### src/rtl/blkwr_seq.sv
module blkwr_seq #(
  parameter int IDX_W      = 6,
  parameter int ARG_W      = 32,
  parameter int CNT_W      = 16,
  parameter int RSP_W      = 32,
  parameter int STARVE_LIM = 16
) (
  input  logic             clk,
  input  logic             rst_n,
  input  logic             go,
  input  logic [IDX_W-1:0] go_idx,
  input  logic [ARG_W-1:0] go_arg,
  input  logic [CNT_W-1:0] go_bytes,
  input  logic [CNT_W-1:0] go_blk,
  input  logic             go_auto,
  output logic             start_pend,
  output logic             cmd_req,
  output logic [IDX_W-1:0] cmd_idx,
  output logic [ARG_W-1:0] cmd_arg,
  input  logic             cmd_done,
  input  logic [RSP_W-1:0] cmd_resp,
  input  logic             fifo_empty,
  input  logic             fifo_low,
  output logic             fifo_rd,
  input  logic             dat_ready,
  output logic             dat_last,
  input  logic [5:0]       irq_clr,
  output logic [5:0]       irq,
  output logic [RSP_W-1:0] resp_main,
  output logic [RSP_W-1:0] stop_resp
);
  localparam int SC_W = $clog2(STARVE_LIM + 1);
  localparam logic [IDX_W-1:0] STOP_IDX = IDX_W'(12);
  localparam logic [CNT_W-1:0] ONE = CNT_W'(1);
  localparam logic [SC_W-1:0]  SC_TOP = SC_W'(STARVE_LIM - 1);

  typedef enum logic [2:0] {S_IDLE, S_CMD, S_DATA, S_HOLD, S_ASTOP, S_SSTOP, S_SOLO} st_t;
  st_t st;

  logic             pend, p_auto, fixed, autos;
  logic [IDX_W-1:0] p_idx, c_idx;
  logic [ARG_W-1:0] p_arg, c_arg;
  logic [CNT_W-1:0] p_bytes, p_blk, left, blk_sz, blk_pos;
  logic [SC_W-1:0]  scnt;
  logic [5:0]       set;

  wire p_stop    = p_idx == STOP_IDX;
  wire fits      = (p_blk != '0) && ((p_bytes % p_blk) == '0);
  wire in_data   = (st == S_DATA) || (st == S_HOLD);
  wire take_new  = pend && st == S_IDLE && (p_stop || fits);
  wire take_stop = pend && in_data && p_stop;
  wire reject    = pend && st == S_IDLE && !p_stop && !fits;
  wire xfer      = st == S_DATA && !take_stop && dat_ready && !fifo_empty;
  wire last_byte = fixed && left == ONE;
  wire starving  = st == S_DATA && dat_ready && fifo_empty;
  wire done      = cmd_req && cmd_done;

  assign start_pend = pend;
  assign cmd_req  = st == S_CMD || st == S_ASTOP || st == S_SSTOP || st == S_SOLO;
  assign cmd_idx  = st == S_ASTOP ? STOP_IDX : c_idx;
  assign cmd_arg  = st == S_ASTOP ? '0 : c_arg;
  assign fifo_rd  = xfer;
  assign dat_last = xfer && blk_pos == blk_sz - ONE;

  always_comb begin
    set    = '0;
    set[0] = done && st != S_ASTOP;
    set[1] = done && st == S_ASTOP;
    set[2] = done && (st == S_ASTOP || st == S_SSTOP);
    set[3] = st == S_DATA && fifo_low;
    set[4] = starving && scnt == SC_TOP;
    set[5] = reject;
  end

  always_ff @(posedge clk or negedge rst_n) begin
    if (!rst_n) begin
      irq       <= '0;
      scnt      <= '0;
      resp_main <= '0;
      stop_resp <= '0;
    end else begin
      irq  <= (irq & ~irq_clr) | set;
      scnt <= starving ? ((scnt == SC_TOP) ? '0 : scnt + 1'b1) : '0;
      if (done && st != S_ASTOP) resp_main <= cmd_resp;
      if (done && st == S_ASTOP) stop_resp <= cmd_resp;
    end
  end

  always_ff @(posedge clk or negedge rst_n) begin
    if (!rst_n) begin
      pend    <= 1'b0;
      p_idx   <= '0;
      p_arg   <= '0;
      p_bytes <= '0;
      p_blk   <= '0;
      p_auto  <= 1'b0;
    end else if (take_new || take_stop || reject) begin
      pend <= 1'b0;
    end else if (go && !pend) begin
      pend    <= 1'b1;
      p_idx   <= go_idx;
      p_arg   <= go_arg;
      p_bytes <= go_bytes;
      p_blk   <= go_blk;
      p_auto  <= go_auto;
    end
  end

  always_ff @(posedge clk or negedge rst_n) begin
    if (!rst_n) begin
      st      <= S_IDLE;
      c_idx   <= '0;
      c_arg   <= '0;
      left    <= '0;
      blk_sz  <= '0;
      blk_pos <= '0;
      fixed   <= 1'b0;
      autos   <= 1'b0;
    end else begin
      case (st)
        S_IDLE: if (take_new) begin
          c_idx   <= p_idx;
          c_arg   <= p_arg;
          left    <= p_bytes;
          fixed   <= p_bytes != '0;
          autos   <= p_auto;
          blk_sz  <= p_blk;
          blk_pos <= '0;
          st      <= p_stop ? S_SOLO : S_CMD;
        end
        S_CMD: if (done) st <= S_DATA;
        S_DATA, S_HOLD: begin
          if (take_stop) begin
            c_idx <= p_idx;
            c_arg <= p_arg;
            st    <= S_SSTOP;
          end else if (xfer) begin
            blk_pos <= (blk_pos == blk_sz - ONE) ? '0 : blk_pos + ONE;
            if (fixed) left <= left - ONE;
            if (last_byte) st <= autos ? S_ASTOP : S_HOLD;
          end
        end
        S_ASTOP, S_SSTOP, S_SOLO: if (done) st <= S_IDLE;
        default: st <= S_IDLE;
      endcase
    end
  end
endmodule

### config.mk
export PLATFORM = sky130hd
export DESIGN_NAME = blkwr_seq
export DESIGN_NICKNAME = d
export VERILOG_FILES = /design/src/rtl/blkwr_seq.sv
export SDC_FILE = /design/constraint.sdc
export NUM_CORES = 1
export LEC_CHECK = 0
export BUFFER_PORTS_ARGS = -buffer_cell sky130_fd_sc_hd__clkbuf_2
export CAP_MARGIN = 20
export CORE_AREA = 5 5 214 195
export DETAILED_ROUTE_END_ITERATION = 12
export DIE_AREA = 0 0 219 200
export PLACE_DENSITY = 0.75
export SLEW_MARGIN = 20
export SYNTH_ARGS = -nofsm -noshare
export SYNTH_HDL_FRONTEND = slang
export SYNTH_SLANG_ARGS = --single-unit
export TNS_END_PERCENT = 5
### constraint.sdc
create_clock -name clk -period 50.7 [get_ports clk]
set_input_delay 15.21 -clock clk [delete_from_list [all_inputs] [get_ports clk]]
set_output_delay 15.21 -clock clk [all_outputs]
set_load 0.01 [all_outputs]
==> flow_metrics.tcl <==
set metrics [dict create \
    seqCellArea_mm2 0.00596 \
    synth_async_sr_flop_share 1.00 \
    cts_hold_buf 0 \
    viasPerCell 6.14 \
    synth_nets 2316 \
    crit_path_end_kind "flip-flop" \
    gr-usage-met3 0.0398 \
    holdPathEnd "scnt[0]$_DFF_PN0_" \
    cts-root-buf "clkbuf_16" \
    post_cts_buffers 0 \
    cts-resized-gates 0 \
    synth_cell_type_count 86 \
    tightest_slew_ps 1130 \
    ys_warn_count 0 \
    drt_pass1_iterations 6 \
    synth-seq-area-share 0.320 \
    synth_compound_area_frac 0.203 \
    timing.rr.end "c_arg[12]$_DFFE_PN0P_" \
    synth_cells 2057 \
    synth_top_family_by_area "compound AO/OA/AOI/OAI gates" \
    synth_ff_type "dfrtp_1" \
    startpoint_type "flip-flop" \
    critPathTopFamily "compound AO/OA/AOI/OAI gates" \
    synth_edf_count 0 \
    clk_pin_slew_worst_paths_ps 60 \
    drt-initial-drc-count 1862 \
    final_cell_mix "238 x dfrtp_1, 226 x clkbuf_2, 173 x nand2_1" \
    yosys.area_share.adder 0.0965 \
    hpwlAfterDp_um 44200 \
    die_w_um 219 \
    fin_cells 2802 \
    fmax_ghz 0.0300 \
    fillers 3582 \
    finalMaxSlewViolations 0 \
    cpMostUsedCell "ha_1" \
    rows 69 \
    min_period_ps 33350 \
    finClkSkew_ps 22.9 \
    layout-drive-gt1-share 0.227 \
    fin_tns_setup_ps 0 \
    final_common_cell "dfrtp_1" \
    dieArea_mm2 0.0438 \
    route.detailed.drc 0 \
    detail-route-antenna-nets 0 \
    syn_area_mm2 0.0186 \
    hold_depth 1 \
    busiest_layer "met2" \
    core-area_mm2 0.0392 \
    grt_pass1_vias 16800 \
    overflow 0 \
    wl_per_cell_um 20.9 \
    placedCellCount 2755 \
    synthXorXnorAreaFrac 0.0437 \
    antenna_found_initial 1 \
    worstPathMaxFanout 38 \
    rsz0062_at_grt "no" \
    globalRouteMet2Util 0.407 \
    finalHoldViolations 0 \
    drv_cap 0 \
    hold_class "flip-flop to flip-flop" \
    setup_viol 0 \
    initial_core_util 0.475 \
    multiInputGateArea_mm2 0.0120 \
    grt_max_degree 101 \
    cts_buffer_depth 3 \
    hold_start "scnt[0]$_DFF_PN0_" \
    fin_nets 2509 \
    cp_slowest_cell "or4b_1" \
    grt_pass1_wl_um 91300 \
    routed_wl_um 58500 \
    syn_avg_cell_area_um2 9.05 \
    port_buffers 227 \
    reg2reg_depth 107 \
    status "completed" \
    insertion_delay_ps 540 \
    r2r_slack_ps 17350 \
    rr_startpoint "p_blk[12]$_DFFE_PN0P_" \
    die_h_um 200 \
    vias 17200 \
    holdWs_ps 465 \
    cts_tree "done" \
    required_ps 51110 \
    htreeDepth 1 \
    post-route-period-util 0.658 \
    cp.arrival_ps 33760 \
    synth_mux_area_frac 0.122 \
    place_congestion 1.03 \
    pin_count 228 \
    cts_num_sinks 238 \
    cts_made_buffers 25 \
    synth-seq-cells 238 \
    critical_path_buf_inv_count 3 \
    yosys.area_share.simple 0.180 \
    slowest_delay_ps 830 \
    worst-setup-path-type "flip-flop to flip-flop" \
    track_usage 0.255 \
    use_met1 0.359 \
    area_delta_synth_final_pct 13.3 \
    maxSlewHeadroom 0.239 \
]
## cell families after synthesis
family | count (synthesis)
AND/OR/NAND/NOR | 664
AO/OA/AOI/OAI | 566
flip-flops | 238
multiplexers | 197
buffers and inverters | 156
adder cells (fa/ha/maj) | 143
XOR/XNOR | 93
## per-layer routing
| metal | routed length (um) | share of wire |
|---|---|---|
| met3 | 4820 | 0.082 |
| met2 | 26800 | 0.46 |
| met5 | 0 | 0 |
| met4 | 2180 | 0.037 |
| met1 | 24700 | 0.42 |
## final cells by class
class | instances | area share
multi-input cells | 1663 | 0.571
flip-flops and latches | 238 | 0.282
repair buffers | 248 | 0.0618
clock buffers | 34 | 0.0341
well taps | 532 | 0.0315
inverters | 74 | 0.0132
clock inverters | 12 | 0.00634
diodes | 1 | 0.000119
## worst reg2reg max path, delay by kind of cell (launching register included)
| kind | cells | cell delay, ps |
|---|---|---|
| compound gates | 55 | 17770 |
| flops | 1 | 450 |
| buf+inv | 3 | 880 |
| simple gates | 29 | 7530 |
| mux | 5 | 1830 |
| fa+ha+maj | 15 | 4740 |
## how the worst max path moves through the flow
| stage | from | cells past startpoint | endpoint | slack [ps] |
|---|---|---|---|---|
| 2_1_floorplan | dat_ready | 6 | dat_last | 18960 |
| 3_3_place_gp | dat_ready | 8 | dat_last | 18940 |
| 3_5_place_dp | p_blk[12]$_DFFE_PN0P_ | 107 | c_arg[0]$_DFFE_PN0P_ | 18290 |
| 4_1_cts | p_blk[12]$_DFFE_PN0P_ | 108 | c_arg[12]$_DFFE_PN0P_ | 18080 |
| 5_1_grt | p_blk[12]$_DFFE_PN0P_ | 114 | c_arg[10]$_DFFE_PN0P_ | 15320 |
| 6_report | p_blk[12]$_DFFE_PN0P_ | 107 | c_arg[12]$_DFFE_PN0P_ | 17350 |
## flip-flops by register name (all words and copies together), names as in the netlist, 6 cells and up
| register | flops |
|---|---|
| stop_resp | 32 |
| p_idx | 6 |
| left | 16 |
| p_arg | 32 |
| p_blk | 16 |
| blk_sz | 16 |
| p_bytes | 16 |
| resp_main | 32 |
| c_idx | 6 |
| c_arg | 32 |
| blk_pos | 16 |
| irq | 6 |
## synthesized netlist by cell type (40+ instances only)
| library cell | number | area share |
|---|---|---|
| dfrtp_1 | 238 | 0.32 |
| nand2_1 | 173 | 0.035 |
| mux2_2 | 161 | 0.097 |
| ha_1 | 142 | 0.095 |
| nor2_1 | 140 | 0.028 |
| a21oi_1 | 122 | 0.033 |
| o21ai_0 | 111 | 0.030 |
| inv_1 | 74 | 0.015 |
| clkbuf_1 | 64 | 0.013 |
| nor2b_1 | 56 | 0.019 |
| nor3_1 | 54 | 0.015 |
| xnor2_1 | 52 | 0.024 |
| and3_1 | 43 | 0.014 |
| nand3_1 | 43 | 0.012 |
| xor2_1 | 41 | 0.019 |
| o21a_1 | 40 | 0.016 |
## per-stage QoR
stage | utilization | worst slack (ps) | instance area [um^2]
2_1_floorplan | - | 18960 | 18600
3_3_place_gp | 0.517 | 18940 | 20200
3_5_place_dp | 0.517 | 18290 | 20200
4_1_cts | 0.538 | 18080 | 21100
5_1_grt | 0.538 | 15320 | 21100
6_report | 0.538 | 17350 | 21100
Power is not shown: default switching activity piles up to over one toggle a cycle in this logic, so the estimate is an artifact.
